===== src/rtl/twin_timer_pkg.sv =====
package twin_timer_pkg;
  localparam int BUS_W  = 32;
  localparam int CTRL_W = 11;

  localparam int B_MODE   = 0;
  localparam int B_DOWN   = 1;
  localparam int B_XGEN   = 2;
  localparam int B_XCAP   = 3;
  localparam int B_RELOAD = 4;
  localparam int B_LOAD   = 5;
  localparam int B_IE     = 6;
  localparam int B_RUN    = 7;
  localparam int B_FLAG   = 8;
  localparam int B_PWM    = 9;
  localparam int B_ALL    = 10;

  typedef enum logic [1:0] {
    REG_CTRL = 2'd0,
    REG_LOAD = 2'd1,
    REG_CNT  = 2'd2,
    REG_NONE = 2'd3
  } reg_sel_e;
endpackage


===== src/rtl/twin_timer_core.sv =====
module twin_timer_core
  import twin_timer_pkg::*;
#(
  parameter int CNT_W = 32
) (
  input  logic              clk_i,
  input  logic              rst_ni,
  input  logic              ctrl_we_i,
  input  logic              load_we_i,
  input  logic              all_en_i,
  input  logic [BUS_W-1:0]  wdata_i,
  output logic [CTRL_W-1:0] ctrl_o,
  output logic [CNT_W-1:0]  load_o,
  output logic [CNT_W-1:0]  cnt_o,
  output logic              irq_o
);
  localparam logic [CNT_W-1:0] CNT_TOP = '1;
  localparam logic [CNT_W-1:0] CNT_ONE = CNT_W'(1);

  logic [CTRL_W-1:0] ctrl_q, ctrl_d;
  logic [CNT_W-1:0]  load_q, cnt_q, cnt_d;
  logic              counting, at_end, roll;

  always_comb begin
    counting = ctrl_q[B_RUN] && !ctrl_q[B_LOAD];
    at_end   = ctrl_q[B_DOWN] ? (cnt_q == '0) : (cnt_q == CNT_TOP);
    roll     = counting && at_end;
  end

  always_comb begin
    cnt_d = cnt_q;
    if (ctrl_q[B_LOAD]) begin
      cnt_d = load_q;
    end else if (roll) begin
      if (ctrl_q[B_RELOAD]) cnt_d = load_q;
    end else if (counting) begin
      cnt_d = ctrl_q[B_DOWN] ? (cnt_q - CNT_ONE) : (cnt_q + CNT_ONE);
    end
  end

  // software write wins over the one-shot stop; start-all and rollover flag win last
  always_comb begin
    ctrl_d = ctrl_q;
    if (roll && !ctrl_q[B_RELOAD]) ctrl_d[B_RUN] = 1'b0;
    if (ctrl_we_i) begin
      ctrl_d         = wdata_i[CTRL_W-1:0];
      ctrl_d[B_FLAG] = ctrl_q[B_FLAG] && !wdata_i[B_FLAG];
    end
    if (all_en_i) ctrl_d[B_RUN] = 1'b1;
    if (roll) ctrl_d[B_FLAG] = 1'b1;
  end

  always_ff @(posedge clk_i or negedge rst_ni) begin
    if (!rst_ni) begin
      ctrl_q <= '0;
      load_q <= '0;
      cnt_q  <= '0;
    end else begin
      ctrl_q <= ctrl_d;
      cnt_q  <= cnt_d;
      if (load_we_i) load_q <= wdata_i[CNT_W-1:0];
    end
  end

  assign ctrl_o = ctrl_q;
  assign load_o = load_q;
  assign cnt_o  = cnt_q;
  assign irq_o  = ctrl_q[B_FLAG] && ctrl_q[B_IE];
endmodule


===== src/rtl/twin_timer_bus.sv =====
module twin_timer_bus
  import twin_timer_pkg::*;
#(
  parameter int NUM_TMR = 2,
  parameter int CNT_W   = 32,
  parameter int ADDR_W  = 5
) (
  input  logic                            clk_i,
  input  logic                            rst_ni,
  input  logic                            wr_en_i,
  input  logic                            rd_en_i,
  input  logic [ADDR_W-1:0]               addr_i,
  input  logic [BUS_W-1:0]                wdata_i,
  input  logic [NUM_TMR-1:0][CTRL_W-1:0]  ctrl_i,
  input  logic [NUM_TMR-1:0][CNT_W-1:0]   load_i,
  input  logic [NUM_TMR-1:0][CNT_W-1:0]   cnt_i,
  output logic [NUM_TMR-1:0]              ctrl_we_o,
  output logic [NUM_TMR-1:0]              load_we_o,
  output logic                            all_en_o,
  output logic [BUS_W-1:0]                rdata_o
);
  localparam int IDX_W = ADDR_W - 4;

  logic [IDX_W-1:0] idx;
  reg_sel_e         sel;
  logic             aligned, idx_ok, hit;
  logic [BUS_W-1:0] rd_val, rdata_q;

  assign idx     = addr_i[ADDR_W-1:4];
  assign sel     = reg_sel_e'(addr_i[3:2]);
  assign aligned = (addr_i[1:0] == 2'b00);

  generate
    if (NUM_TMR == (1 << IDX_W)) begin : g_full
      assign idx_ok = 1'b1;
    end else begin : g_part
      assign idx_ok = (int'(idx) < NUM_TMR);
    end
  endgenerate

  assign hit      = aligned && idx_ok;
  assign all_en_o = wr_en_i && hit && (sel == REG_CTRL) && wdata_i[B_ALL];

  for (genvar t = 0; t < NUM_TMR; t++) begin : g_we
    assign ctrl_we_o[t] = wr_en_i && hit && (sel == REG_CTRL) && (idx == IDX_W'(t));
    assign load_we_o[t] = wr_en_i && hit && (sel == REG_LOAD) && (idx == IDX_W'(t));
  end

  always_comb begin
    rd_val = '0;
    if (hit) begin
      unique case (sel)
        REG_CTRL: rd_val[CTRL_W-1:0] = ctrl_i[idx];
        REG_LOAD: rd_val[CNT_W-1:0]  = load_i[idx];
        REG_CNT:  rd_val[CNT_W-1:0]  = cnt_i[idx];
        default:  rd_val = '0;
      endcase
    end
  end

  always_ff @(posedge clk_i or negedge rst_ni) begin
    if (!rst_ni)      rdata_q <= '0;
    else if (rd_en_i) rdata_q <= rd_val;
  end

  assign rdata_o = rdata_q;
endmodule


===== src/rtl/twin_timer.sv =====
module twin_timer
  import twin_timer_pkg::*;
#(
  parameter int  NUM_TMR = 2,
  parameter int  CNT_W   = 32,
  localparam int ADDR_W  = 4 + $clog2(NUM_TMR)
) (
  input  logic              clk_i,
  input  logic              rst_ni,
  input  logic              wr_en_i,
  input  logic              rd_en_i,
  input  logic [ADDR_W-1:0] addr_i,
  input  logic [BUS_W-1:0]  wdata_i,
  output logic [BUS_W-1:0]  rdata_o,
  output logic              irq_o
);
  logic [NUM_TMR-1:0][CTRL_W-1:0] ctrl_w;
  logic [NUM_TMR-1:0][CNT_W-1:0]  load_w;
  logic [NUM_TMR-1:0][CNT_W-1:0]  cnt_w;
  logic [NUM_TMR-1:0]             ctrl_we, load_we, irq_vec;
  logic                           all_en;

  twin_timer_bus #(
    .NUM_TMR(NUM_TMR),
    .CNT_W  (CNT_W),
    .ADDR_W (ADDR_W)
  ) bus_i (
    .clk_i     (clk_i),
    .rst_ni    (rst_ni),
    .wr_en_i   (wr_en_i),
    .rd_en_i   (rd_en_i),
    .addr_i    (addr_i),
    .wdata_i   (wdata_i),
    .ctrl_i    (ctrl_w),
    .load_i    (load_w),
    .cnt_i     (cnt_w),
    .ctrl_we_o (ctrl_we),
    .load_we_o (load_we),
    .all_en_o  (all_en),
    .rdata_o   (rdata_o)
  );

  for (genvar t = 0; t < NUM_TMR; t++) begin : g_tmr
    twin_timer_core #(
      .CNT_W(CNT_W)
    ) core_i (
      .clk_i     (clk_i),
      .rst_ni    (rst_ni),
      .ctrl_we_i (ctrl_we[t]),
      .load_we_i (load_we[t]),
      .all_en_i  (all_en),
      .wdata_i   (wdata_i),
      .ctrl_o    (ctrl_w[t]),
      .load_o    (load_w[t]),
      .cnt_o     (cnt_w[t]),
      .irq_o     (irq_vec[t])
    );
  end

  assign irq_o = |irq_vec;
endmodule


===== config.mk =====
export PLATFORM = sky130hd
export DESIGN_NAME = twin_timer
export DESIGN_NICKNAME = d
export VERILOG_FILES = /design/src/rtl/twin_timer_pkg.sv /design/src/rtl/twin_timer_core.sv /design/src/rtl/twin_timer_bus.sv /design/src/rtl/twin_timer.sv
export SDC_FILE = /design/constraint.sdc
export NUM_CORES = 1
export LEC_CHECK = 0
export BUFFER_PORTS_ARGS = -buffer_cell sky130_fd_sc_hd__buf_2
export CORE_MARGIN = 2
export CORE_UTILIZATION = 62
export CTS_CLUSTER_DIAMETER = 60
export CTS_CLUSTER_SIZE = 40
export DETAILED_ROUTE_END_ITERATION = 8
export PLACE_DENSITY = 0.81
export SYNTH_ARGS = -nofsm -noshare
export SYNTH_HDL_FRONTEND = slang
export SYNTH_SLANG_ARGS = --single-unit
export TNS_END_PERCENT = 50

===== constraint.sdc =====
create_clock -name clk_i -period 5 [get_ports clk_i]
set_input_delay 0.5 -clock clk_i [delete_from_list [all_inputs] [get_ports clk_i]]
set_output_delay 0.5 -clock clk_i [all_outputs]
set_load 0.02 [all_outputs]

# --- Yosys cells after proc, flatten, opt, wreduce, memory -nomap -nowiden ---
# Index checks and enable logic that the tools add are counted.
classes:
  addsub: 4
  mul: 0
  n_div: 0
  order_cmp: 1
  eq_ne: 6
  shifts: 0
  muxes: 29
  bitwise_logic: 1
  n_reduce_logical: 36
op_table:
  columns: ["operator", "count"]
  rows:
  - ["2-to-1 mux 32 bit", 15]
  - ["adder 32 x 1 -> 32 bit (second input constant)", 2]
  - ["== test 32 bit (second input constant)", 2]
  - ["zero test 32 bit", 2]
  - ["subtractor 32 x 1 -> 32 bit (second input constant)", 2]
  - ["case mux 21 bit (2 select lines)", 1]
  - ["case mux 11 bit (3 select lines)", 1]
  - ["2-to-1 mux 11 bit", 2]
  - ["logical AND 1 bit", 18]
  - ["2-to-1 mux 9 bit", 2]
  - ["nonzero test 3 bit", 4]
  - ["2-to-1 mux 1 bit", 8]
  - ["!= test 3 x 1 -> 1 bit (second input constant)", 2]
  - ["zero test 1 bit", 5]
  - ["zero test 2 bit", 2]
  - ["AND reduction 2 bit", 2]
  - ["nonzero test 2 bit", 2]
  - ["== test 2 x 1 -> 1 bit (second input constant)", 1]
  - ["== test 2 bit (second input constant)", 1]
  - ["< comparator 1 x 2 -> 1 bit (second input constant)", 1]
  - ["OR reduction 2 bit", 1]
  - ["inverter 1 bit", 1]
totals:
  regBits: 182
  latch_bits: 0
  mem_bits_rw: 0
  mem_bits_ro: 0
  in_bits: 41
  output_inout_bits: 33
  wordCells: 88
  mem_count: 0

# --- Depth between registers and ports, before layout ---
# Gate-level depths: netlist of run 1.
logic_depth:
  depth_word: 7
  mapped_depth: 11
  mapped_depth_nobuf: 10

# --- Modules after synthesis ---
# Synthesis of run 1 repeated with hierarchy kept, for this count alone.
unflattened:
  hier_cells: 1264
  hier_area_um2: 12274.3
modules_own_cells:
  columns: ["module", "n_inst", "cells_each", "area_each_um2", "seq_area_each_um2"]
  rows:
  - ["twin_timer_core", 2, 518, 4907.2, 1876.8]
  - ["twin_timer_bus", 1, 227, 2453.6, 800.8]
  - ["twin_timer", 1, 1, 6.3, 0.0]

# --- Worst setup path after synthesis of run 1 ---
# OpenSTA, ideal clock, no wires.
synth_path:
  path_type: "register to register"
  from: "register g_tmr[1].core_i.ctrl_q[1]"
  to: "register g_tmr[1].core_i.cnt_q[31]"
  setup_ns: 0.120
  arrival_time_ns: 3.362
  required_ns: 4.880
  setup_slack_ns: 1.518
  path_stages_with_launch: 10
  n_path_buf: 0
  synth_period_minus_slack_ns: 3.482
  cell_sequence: "dfrtp_1 > ha_1 > a21o_1 > a211o_1 > a211o_1 > or3_1 > o32ai_2 > o31ai_1 > or4_1 > and3_1"
synth_between:
  elab_chain_len: 4
  elab_cells_between_ends: 9
  cone_classes: "eq/ne: 1; mux: 5; reduce/logical: 3"
synth_rtl:
  columns: ["item", "line", "text"]
  rows:
  - ["start: declaration", "twin_timer_core.sv:20", "logic [CTRL_W-1:0] ctrl_q, ctrl_d;"]
  - ["start signal: assignment", "twin_timer_core.sv:59", "ctrl_q <= ctrl_d;"]
  - ["2-to-1 mux 1 bit or 2-to-1 mux 32 bit (tied branches)", "twin_timer_core.sv:26, twin_timer_core.sv:37", null]
  - ["logical AND 1 bit or 2-to-1 mux 32 bit (tied branches)", "twin_timer_core.sv:27, twin_timer_core.sv:36", null]
  - ["!= test 3 x 1 -> 1 bit (no line) (tied with other cells)", null, null]
  - ["AND reduction 2 bit (no line) or 2-to-1 mux 32 bit (tied branches)", null, null]
  - ["end signal: assignment", "twin_timer_core.sv:60", "cnt_q <= cnt_d;"]
  - ["end: declaration", "twin_timer_core.sv:21", "logic [CNT_W-1:0] load_q, cnt_q, cnt_d;"]
# Several ways; a longest one is shown, not always the timed one. The select of a mux whose other input is x is not followed.
# A chain may end at the register's enable or synchronous reset.

# --- Final worst setup path of run 1 ---
# Same ends and word-level chain as after synthesis.

==> results of run 1 <==
Yosys cell counts (3+ instances only):
| cell | count |
|---|---|
| or3_1 | 6 |
| o21ai_1 | 14 |
| o211ai_1 | 4 |
| a211o_1 | 5 |
| nor2_1 | 92 |
| nor4_1 | 20 |
| buf_2 | 8 |
| a21o_1 | 33 |
| and2_1 | 5 |
| nand4b_1 | 3 |
| or4_1 | 5 |
| o21ai_0 | 49 |
| clkbuf_1 | 47 |
| a21o_2 | 3 |
| o21bai_1 | 11 |
| nand2_1 | 123 |
| a31oi_1 | 33 |
| a22oi_1 | 21 |
| a31o_2 | 4 |
| o21a_1 | 9 |
| nand4_1 | 25 |
| a222oi_1 | 22 |
| buf_6 | 3 |
| nand2b_1 | 8 |
| a21oi_1 | 87 |
| nor3_1 | 12 |
| ha_1 | 64 |
| and3_1 | 14 |
| a211oi_1 | 12 |
| buf_1 | 9 |
| xnor2_1 | 20 |
| inv_1 | 54 |
| nand3_1 | 19 |
| dfrtp_1 | 182 |
| nand3b_1 | 3 |
| xor2_1 | 23 |
| mux2_2 | 135 |
| o31ai_1 | 7 |
| nor2b_1 | 4 |
| mux2i_1 | 7 |
| o22ai_1 | 34 |
| a221oi_1 | 9 |
worst paths after layout:
check	endpoint	slack, ns
min	g_tmr[1].core_i.cnt_o[25]	0.12
max in group asynchronous	g_tmr[1].core_i.load_o[15]	3.64
max	g_tmr[1].core_i.cnt_o[31]	1.31
min reg2reg	g_tmr[1].core_i.ctrl_o[3]	0.51
max reg2reg	g_tmr[1].core_i.cnt_o[31]	1.31
min in group clk_i	g_tmr[0].core_i.load_o[26]	0.31
per-layer routing:
metal / up-vias / wire [um]
li1: 4881 / -
met2: 524 / 16600
met1: 5155 / 13600
met4: 0 / 1310
met5: - / 0
met3: 99 / 2440
flip-flops by register name, summed over array words and instances (netlist names):
signal,cells
g_tmr.core_i.ctrl_o,22
bus_i.rdata_o,32
g_tmr.core_i.cnt_o,64
g_tmr.core_i.load_o,64
layout make-up:
type,instances,area (um^2),area share [%]
clock buffers,18,429,3.26
clock inverters,14,166,1.26
inverters,54,203,1.54
multi-input cells,977,6980,53.0
flip-flops and latches,182,4550,34.6
well taps,260,325,2.47
repair buffers,92,514,3.90
cell families after synthesis:
family	Yosys count	share of synthesized area (%)
AOI/OAI and AO/OA	378	21.0
and+or+nand+nor	348	13.6
DFF	182	37.9
muxes	142	13.2
buffers and inverters	122	4.16
adders and majority gates	66	7.00
xor gates and xnor gates	43	3.13
metrics by stage:
| step | instance area [um^2] | utilization, % | cells |
|---|---|---|---|
| floorplan | 12000 | - | 1281 |
| global placement | 12600 | 66.8 | 1565 |
| detailed placement | 12600 | 66.8 | 1565 |
| CTS | 13200 | 69.9 | 1597 |
| global route | 13200 | 69.9 | 1597 |
| finish | 13200 | 69.9 | 1597 |
report_power, final:
part / internal (mW) / switching (mW) / total (mW) / leakage (nW)
Sequential: 1.88 / 0.654 / 2.53 / 2.31
Clock: 0.752 / 0.635 / 1.39 / 0.282
Combinational: 1.50 / 1.94 / 3.44 / 3.42
==> qor.csv, run 1 <==
stage,metric,value,unit
run_status,status,completed,
floorplan,Core Box Area,18800,um^2
yosys,Synth Net Count,1388,
sta,Hold WS,0.118,ns
pwr,PD cells,559,nW/um^2
sta,Final min period,3.69,ns
sta,unrepaired setup endpoints after global routing,no,
worst_setup_path,Crit path largest cell delay,0.91,ns
floorplan,Die W,143,um
sta,Fmax,271,MHz
yosys,post-synthesis sequential area ratio,37.9,%
place,hpwl dp,24.0,mm
grt,largest net degree at the start of global routing,98,
route,drt wl/cell,21.3,um
yosys,Synth top area share,37.9,%
yosys,share of flip-flops with an asynchronous set or reset,100,%
pwr,leakage,6.02,nW
floorplan,initial core utilization,63.8,%
final_layout,filler cell count,1447,
sta,fin. max-slew vios,0,
sta,final-report hold violation count,0,
yosys,Synth area leaders,"dfrtp_1 (38%), mux2_2 (13%), ha_1 (6.7%), nand2_1 (3.8%), a21oi_1 (3.6%)",
min_path,hold crit path type,in2async,
grt,met1 Track Usage GR,44.2,%
final_layout,"most common cell after layout, fill and taps aside",dfrtp_1,
worst_setup_path,"CP delay by family, top",simple AND/OR/NAND/NOR gates,
floorplan,IO Count,74,
clock_tree,CTS root buffer,clkbuf_16,
clock_tree,hold buffer count at cts,0,
worst_setup_path,Worst Setup End Kind,flip-flop,
clock_tree,Clock transition at path regs,0.07,ns
route,TritonRoute pass-1 iters,6,
route,Remaining DRCs,0,
place,number of I/O port buffers,73,
yosys,Mapped Area,12000,um^2
worst_setup_path,Setup crit start,g_tmr[1].core_i.ctrl_o[1],
yosys,Avg Inst Size Synth,9.38,um^2
sta,fin crit share,73.8,%
route,Final ANT Viol Nets,0,
worst_setup_path,WP depth,9,
grt,grt ovf,0,
run,MaxCap Viol Count,0,
pwr,maximum vdd ir drop,0.290,mV
route,final WL,34.0,mm
clock_tree,H-tree depth,4,
clock_tree,"Gates resized, CTS repair",0,
worst_setup_path,FF-to-FF path depth,9,
final_layout,# diodes,0,
yosys,"EDFF count, synth",0,
route,via count,10700,
worst_setup_path,crit path kind,reg2reg,
grt,grt met3 use,4.59,%
grt,GR Layer Usage met2,57.5,%
yosys,Main synth FF type,dfrtp_1,
clock_tree,cts bufs inserted,17,
grt,initial antenna violation count,0,
worst_setup_path,worst path arrival time,4.03,ns
clock_tree,Skew-Pair Late Insertion Delay,0.44,ns
worst_setup_path,CP max-delay cell,dfrtp_1,
route,first-iteration detailed-routing DRC count,1164,
clock_tree,CTS sink count,182,
worst_setup_path,WP data required,5.34,ns
grt,GRT Util Overall,34.0,%
worst_setup_path,worst path cell trace,buf_4 -> ha_1 -> a211o_1 -> a211o_1 -> or3_1 -> o32ai_2 -> o31ai_1 -> or4_1 -> and3_1,
sta,Setup-failing EPs final,0,
worst_setup_path,worst-path maximum fanout,22,
floorplan,Site Rows,50,
sta,Final Worst Setup Slack,1.31,ns
yosys,Synth Register Bits,182,
place,Place WS,1.37,ns
place,placer congestion estimate,0.886,
grt,global-route wire length before repair,54.3,mm
yosys,Synth cell types,72,
final_layout,nets,1431,
grt,vias in the first global route,10300,
worst_setup_path,CP bufs+invs,1,
clock_tree,Max clock buf depth,2,
worst_setup_path,r2r startpoint,g_tmr[1].core_i.ctrl_o[1],
yosys,cell count after synthesis,1281,
clock_tree,CTS tree,yes,
final_layout,share of cells above drive strength 1,20.9,%
yosys,Synth area leader,dfrtp_1,
floorplan,die area,20500,um^2
route,via/cell ratio,6.67,
final_layout,most frequent cells in the layout,"dfrtp_1 (182), mux2_2 (135), nand2_1 (123)",
pwr,total power after layout,7.36,mW
grt,busiest grt layer,met2,
worst_setup_path,most frequent CP cell,a211o_1,
yosys,synth warn,0,
clock_tree,Post-CTS Setup Bufs,0,
floorplan,die outline height,143,um
sta,Worst slew margin,26.8,%
worst_setup_path,startpoint types,flip-flop,
sta,Post-Route Setup TNS,0,ns
final_layout,area delta synth->final,9.61,%
sta,Max Clock Skew,0.0110,ns
sta,worst slew pin tran,1.10,ns
(Power assumes the default switching activity.)
==> run 2, diff against run 1 <==
==> constraint.sdc (replaced) <==
create_clock -name clk_i -period 3.6 [get_ports clk_i]
set_input_delay 0.36 -clock clk_i [delete_from_list [all_inputs] [get_ports clk_i]]
set_output_delay 0.36 -clock clk_i [all_outputs]
set_load 0.02 [all_outputs]
==> run 2 against run 1 <==
Compared with the run above:
- sequential cell count unchanged
- clock power up 42%
- clock skew down 0.0019 ns
- routed wire length down 1.5%
- largest cell class unchanged
- largest power group unchanged
- maximum frequency up 7.8%
- setup slack worse by 1.1 ns
- critical path depth up 3
- die area unchanged
==> qor.csv, run 2 (same netlist as run 1, synthesis figures left out) <==
stage,metric,value,unit,change
grt,vias in the first global route,10200,,-1.3%
clock_tree,CTS root buffer,clkbuf_16,,
floorplan,initial core utilization,63.8,%,unchanged
clock_tree,Skew-Pair Late Insertion Delay,0.44,ns,about the same
sta,fin crit share,95.1,%,+21 points
worst_setup_path,FF-to-FF path depth,12,,+3
sta,Setup-failing EPs final,0,,unchanged
pwr,Switching Power,4.45,mW,+38%
route,first-iteration detailed-routing DRC count,1168,,+0.34%
final_layout,share of cells above drive strength 1,21.5,%,+0.68 points
clock_tree,CTS tree,yes,,
floorplan,Core Box Area,18800,um^2,unchanged
run,MaxCap Viol Count,0,,unchanged
floorplan,die area,20500,um^2,unchanged
route,Remaining DRCs,0,,unchanged
worst_setup_path,r2r startpoint,g_tmr[1].core_i.ctrl_o[1],,
route,via count,10600,,-0.19%
run_status,status,completed,,
floorplan,die outline height,143,um,unchanged
floorplan,Site Rows,50,,unchanged
pwr,total power after layout,10.2,mW,+39%
sta,worst slew pin tran,1.02,ns,-0.0805 ns
grt,GRT Util Overall,33.4,%,-0.62 points
clock_tree,CTS sink count,182,,unchanged
clock_tree,Clock transition at path regs,0.07,ns,about the same
place,placer congestion estimate,0.929,,+4.9%
route,Final ANT Viol Nets,0,,unchanged
pwr,Comb power frac,46.8,%,about the same
floorplan,IO Count,74,,unchanged
clock_tree,cts bufs inserted,17,,unchanged
clock_tree,Max clock buf depth,2,,unchanged
final_layout,filler cell count,1395,,-3.6%
grt,global-route wire length before repair,53.3,mm,-1.9%
pwr,internal power,5.79,mW,+40%
worst_setup_path,reg2reg setup slack,0.18,ns,-1.13 ns
place,placed insts,1574,,+0.58%
grt,grt ovf,0,,unchanged
final_layout,nets,1440,,+0.63%
sta,Fmax,292,MHz,+7.8%
worst_setup_path,worst path cell trace,buf_4 -> buf_4 -> ha_1 -> nand2_1 -> o21ai_0 -> a31oi_2 -> o41ai_2 -> a221oi_2 -> o21ai_2 -> a221oi_1 -> or4_1 -> nand3_1,,
worst_setup_path,most frequent CP cell,buf_4,,
sta,Final Worst Setup Slack,0.177,ns,-1.13 ns
worst_setup_path,Worst Setup End Kind,flip-flop,,
floorplan,Die W,143,um,unchanged
worst_setup_path,crit path kind,reg2reg,,
final_layout,most frequent cells in the layout,"dfrtp_1 (182), mux2_2 (135), nand2_1 (123)",,
route,final WL,33.5,mm,-1.5%
worst_setup_path,worst-path maximum fanout,10,,-55%
sta,Worst slew margin,32.3,%,+5.5 points
clock_tree,H-tree depth,4,,unchanged
grt,initial antenna violation count,1,,+1
sta,Post-Route Setup TNS,0,ns,unchanged
worst_setup_path,startpoint types,flip-flop,,
pwr,Clock Power Share,19.3,%,+0.4 points
worst_setup_path,CP max-delay cell,o41ai_2,,
clock_tree,"Gates resized, CTS repair",0,,unchanged
route,via/cell ratio,6.62,,-0.81%
final_layout,"most common cell after layout, fill and taps aside",dfrtp_1,,
sta,Final min period,3.42,ns,-0.267 ns
place,Place WS,0.235,ns,-1.13 ns
sta,fin. max-slew vios,0,,unchanged
worst_setup_path,worst path arrival time,3.79,ns,-0.24 ns
grt,largest net degree at the start of global routing,103,,+5.1%
pwr,maximum vdd ir drop,0.450,mV,+55%
worst_setup_path,Crit path largest cell delay,0.50,ns,-0.41 ns
route,TritonRoute pass-1 iters,8,,+2
sta,Max Clock Skew,0.00919,ns,-0.00185 ns
pwr,Sw Ratio,43.5,%,-0.41 points
route,drt wl/cell,20.8,um,-2.1%
pwr,PD cells,770,nW/um^2,+38%
clock_tree,hold buffer count at cts,0,,unchanged
final_layout,fin cells,1607,,+0.63%
pwr,leakage,6.09,nW,+1.2%
place,number of I/O port buffers,73,,unchanged
worst_setup_path,WP data required,3.97,ns,-1.37 ns
sta,unrepaired setup endpoints after global routing,no,,
sta,final-report hold violation count,0,,unchanged
min_path,hold crit path type,in2async,,
pwr,sequential power share,34.0,%,-0.4 points
worst_setup_path,reg2reg end,g_tmr[1].core_i.cnt_o[30],,
final_layout,area delta synth->final,10.6,%,
place,hpwl dp,24.0,mm,about the same
clock_tree,Post-CTS Setup Bufs,0,,unchanged
==> run 2: changes by cell type in the layout (fill, tap and decap cells not counted), sizes merged <==
cell / previous run / this run
clkinvlp: 3 / 1
buf: 92 / 101
inv: 60 / 62
diode: 0 / 1
==> run 2: cell type report <==
class                   instances  area (um^2)  share of cell area [%]
diodes                          1         2.50                  0.0188
clock buffers                  18          439                    3.30
clock inverters                14          176                    1.33
inverters                      54          203                    1.52
multi-input cells             977         6990                    52.6
flip-flops and latches        182         4550                    34.3
well taps                     260          325                    2.45
repair buffers                101          607                    4.57
==> run 2: power groups by stage <==
stage	sequential, mW	clock [mW]	combinational [mW]
after detailed placement	3.48	0	4.67
final	3.48	1.97	4.79
after floorplan	3.16	0	3.69
after global placement	3.46	0	4.54
after CTS	3.46	1.98	4.71
after global routing	3.53	2.05	5.31
==> run 2: how the worst max path moves through the flow <==
stage,from,end,slack (ns)
after floorplan,g_tmr[1].core_i.ctrl_o[1],g_tmr[1].core_i.cnt_o[31],0.12
after global placement,g_tmr[1].core_i.ctrl_o[1],g_tmr[1].core_i.cnt_o[28],0.34
after detailed placement,g_tmr[1].core_i.ctrl_o[1],g_tmr[1].core_i.cnt_o[28],0.23
after CTS,g_tmr[1].core_i.ctrl_o[1],g_tmr[1].core_i.cnt_o[28],0.21
after global routing,g_tmr[1].core_i.ctrl_o[1],g_tmr[1].core_i.cnt_o[30],0.04
final,g_tmr[1].core_i.ctrl_o[1],g_tmr[1].core_i.cnt_o[30],0.18
==> run 2: critical path, delay by kind of cell (launching register included) <==
| kind | cells | cell delay [ns] |
|---|---|---|
| buffers and inverters | 2 | 0.39 |
| AOI/OAI and AO/OA | 6 | 1.42 |
| and+or+nand+nor | 3 | 0.66 |
| adders and majority gates | 1 | 0.41 |
| DFF | 1 | 0.48 |
==> run 2: layer usage <==
layer	vias up	routed length, um	track usage [%]
li1	4902	-	-
met1	5139	13700	44.0
met2	497	15800	53.8
met3	101	2420	5.37
met4	0	1580	16.5
met5	-	0	0
==> run 2: metrics by stage <==
stage | area [um^2] | utilization (%) | hold WS (ns)
after floorplan | 12000 | - | 0.0644
after global placement | 12700 | 67.3 | 0.490
after detailed placement | 12700 | 67.3 | 0.495
after CTS | 13300 | 70.5 | 0.0770
after global routing | 13300 | 70.6 | 0.116
final | 13300 | 70.6 | 0.0174
==> run 3, diff against run 2 <==
--- a/config.mk
+++ b/config.mk
@@ -11,7 +11,7 @@
 export CTS_CLUSTER_DIAMETER = 60
 export CTS_CLUSTER_SIZE = 40
 export DETAILED_ROUTE_END_ITERATION = 8
-export PLACE_DENSITY = 0.81
+export PLACE_DENSITY_LB_ADDON = 0.12
 export SYNTH_ARGS = -nofsm -noshare
 export SYNTH_HDL_FRONTEND = slang
 export SYNTH_SLANG_ARGS = --single-unit
==> run 3 against run 2 <==
Compared with the run above:
- clock skew up 0.00065 ns
- register-to-register slack better by 0.09 ns
- critical path type unchanged
- non-clock buffer count grew 5
- total power is 0.79% lower
- largest cell class unchanged
- die area is the same
==> qor.csv, run 3 (same netlist as run 1, synthesis figures left out) <==
stage,metric,value,unit,change
route,final WL,34.2,mm,+2.0%
floorplan,Die W,143,um,unchanged
sta,Max Clock Skew,0.00985,ns,+0.000653 ns
clock_tree,cts bufs inserted,17,,unchanged
worst_setup_path,worst path cell trace,buf_4 -> ha_1 -> and2_1 -> and3_1 -> a221oi_1 -> o41ai_2 -> a221oi_2 -> o21ai_2 -> or4_1 -> nand4_1 -> a31oi_1,,
route,via count,10600,,-0.37%
min_path,worst hold path depth,2,,
grt,initial antenna violation count,0,,-1
sta,unrepaired setup endpoints after global routing,no,,
grt,grt ovf,0,,unchanged
worst_setup_path,crit path kind,reg2reg,,
place,number of I/O port buffers,73,,unchanged
run,MaxCap Viol Count,0,,unchanged
final_layout,area taken by multi-input logic gates,6990,um^2,about the same
route,Remaining DRCs,0,,unchanged
final_layout,final instance area,13300,um^2,about the same
min_path,hold crit path type,in2reg,,
place,hpwl dp,24.6,mm,+2.7%
worst_setup_path,r2r startpoint,g_tmr[1].core_i.ctrl_o[1],,
route,Final ANT Viol Nets,0,,unchanged
sta,final-report hold violation count,0,,unchanged
grt,global-route wire length before repair,54.9,mm,+3.0%
final_layout,share of cells above drive strength 1,21.8,%,+0.29 points
grt,vias in the first global route,10300,,+1.0%
floorplan,die outline height,143,um,unchanged
sta,Worst slew margin,27.6,%,-4.8 points
worst_setup_path,worst path arrival time,3.67,ns,-0.12 ns
final_layout,area delta synth->final,10.6,%,about the same
sta,Fmax,300,MHz,+2.6%
clock_tree,Max clock buf depth,2,,unchanged
worst_setup_path,CP max-delay cell,dfrtp_2,,
clock_tree,Post-CTS Setup Bufs,0,,unchanged
sta,worst slew pin tran,1.08,ns,+0.0688 ns
worst_setup_path,WP data required,3.94,ns,-0.03 ns
worst_setup_path,worst-path maximum fanout,12,,+2
worst_setup_path,"CP delay by family, top",compound AO/OA/AOI/OAI gates,,
clock_tree,Clock transition at path regs,0.08,ns,about the same
sta,Final min period,3.34,ns,-0.0858 ns
min_path,Hold Path Sink,g_tmr[1].core_i.load_o[25],,
floorplan,IO Count,74,,unchanged
final_layout,# diodes,0,,-1
clock_tree,CTS tree,yes,,
route,drt wl/cell,21.2,um,+1.8%
sta,fin. max-slew vios,0,,unchanged
sta,fin crit share,92.7,%,-2.4 points
worst_setup_path,reg2reg end,g_tmr[1].core_i.cnt_o[28],,
place,placer congestion estimate,0.947,,+1.9%
grt,largest net degree at the start of global routing,89,,-14%
min_path,hold_sp,wdata_i[25],,
final_layout,"most common cell after layout, fill and taps aside",dfrtp_1,,
final_layout,filler cell count,1450,,+3.9%
pwr,PD cells,764,nW/um^2,-0.78%
worst_setup_path,reg2reg setup slack,0.26,ns,+0.09 ns
route,first-iteration detailed-routing DRC count,1005,,-14%
worst_setup_path,FF-to-FF path depth,11,,-1
floorplan,Core Box Area,18800,um^2,unchanged
grt,GRT Util Overall,34.7,%,+1.3 points
worst_setup_path,startpoint types,flip-flop,,
clock_tree,CTS sink count,182,,unchanged
final_layout,final core utilization,70.6,%,about the same
clock_tree,Skew-Pair Late Insertion Delay,0.45,ns,about the same
pwr,leakage,6.10,nW,+0.18%
floorplan,Site Rows,50,,unchanged
worst_setup_path,Worst Setup End Kind,flip-flop,,
sta,Post-Route Setup TNS,0,ns,unchanged
worst_setup_path,Crit path largest cell delay,0.52,ns,+0.02 ns
clock_tree,CTS root buffer,clkbuf_16,,
place,Placed Area,12700,um^2,+0.20%
pwr,total power after layout,10.2,mW,-0.79%
floorplan,die area,20500,um^2,unchanged
route,via/cell ratio,6.58,,-0.61%
run_status,status,completed,,
pwr,maximum vdd ir drop,0.399,mV,-11%
floorplan,initial core utilization,63.8,%,unchanged
final_layout,nets,1445,,+0.35%
sta,Final Worst Setup Slack,0.263,ns,+0.0858 ns
route,TritonRoute pass-1 iters,8,,unchanged
worst_setup_path,CP bufs+invs,1,,-1
place,Place WS,0.232,ns,-0.00206 ns
clock_tree,H-tree depth,4,,unchanged
sta,Setup-failing EPs final,0,,unchanged
final_layout,most frequent cells in the layout,"dfrtp_1 (181), mux2_2 (135), nand2_1 (123)",,
final_layout,FF/Latch Area,4560,um^2,about the same
-- run 3: changes by cell type in the layout (fill, tap and decap cells not counted), moves of 2 or more --
| cell | before | now |
|---|---|---|
| inv_6 | 6 | 2 |
| inv_8 | 2 | 7 |
| buf_4 | 26 | 31 |
| clkinv_2 | 0 | 2 |
| bufinv_16 | 2 | 0 |
-- run 3: power breakdown --
| part | internal [mW] | total, mW | leakage, nW | switching (mW) |
|---|---|---|---|---|
| registers | 2.61 | 3.49 | 2.31 | 0.888 |
| logic | 2.12 | 4.78 | 3.50 | 2.67 |
| clock network | 0.932 | 1.88 | 0.291 | 0.946 |
-- run 3: worst reg2reg max path, stage by stage (launching register included) --
cell and delay, ns:
dfrtp_2 0.52, buf_4 0.19, ha_1 0.32, and2_1 0.21, and3_1 0.20, a221oi_1 0.39, o41ai_2 0.20, a221oi_2 0.43
o21ai_2 0.16, or4_1 0.41, nand4_1 0.10, a31oi_1 0.08
-- run 3: routing by layer --
metal  part of all wire [%]  vias up  track usage [%]  wire length, um
li1                       -     4904                -                -
met2                     48      475             57.2            16400
met4                    4.2        0             15.4             1430
met3                    6.3       89             5.47             2150
met5                      0        -                0                0
met1                     41     5132             45.6            14100
-- run 3: worst max-delay path by stage --
stage                                          from                   endpoint  slack (ns)  cells after the start
after detailed placement  g_tmr[1].core_i.ctrl_o[1]  g_tmr[1].core_i.cnt_o[31]        0.23                      9
after global placement    g_tmr[1].core_i.ctrl_o[1]  g_tmr[1].core_i.cnt_o[28]        0.25                     10
final                     g_tmr[1].core_i.ctrl_o[1]  g_tmr[1].core_i.cnt_o[28]        0.26                     11
after floorplan           g_tmr[1].core_i.ctrl_o[1]  g_tmr[1].core_i.cnt_o[31]        0.12                      9
after global routing      g_tmr[1].core_i.ctrl_o[1]  g_tmr[1].core_i.cnt_o[28]        0.12                     11
after CTS                 g_tmr[1].core_i.ctrl_o[1]  g_tmr[1].core_i.cnt_o[31]        0.20                      9
-- run 3: per-stage QoR --
step	hold slack, ns	instances
6_report	0.157	1611
5_1_grt	0.150	1611
4_1_cts	0.155	1611
3_5_place_dp	0.459	1578
3_3_place_gp	0.459	1578
2_1_floorplan	0.0644	1281
-- run 3: area by class of cell --
type                       instances  share of cell area (%)
sequential                       182                    34.3
tap                              260                    2.45
inverter                          54                    1.52
clock inverter                    15                    1.18
timing repair buffer             106                    4.79
clock buffer                      17                    3.20
multi-input combinational        977                    52.6
-- run 3: timing repair --
| action | 4_1_cts | 5_1_grt |
|---|---|---|
| setup endpoints to repair | 0 | 3 |
| hold buffers | 1 | 0 |
| gates resized for setup | 0 | 2 |
| endpoints found under the hold margin | 15 | 0 |
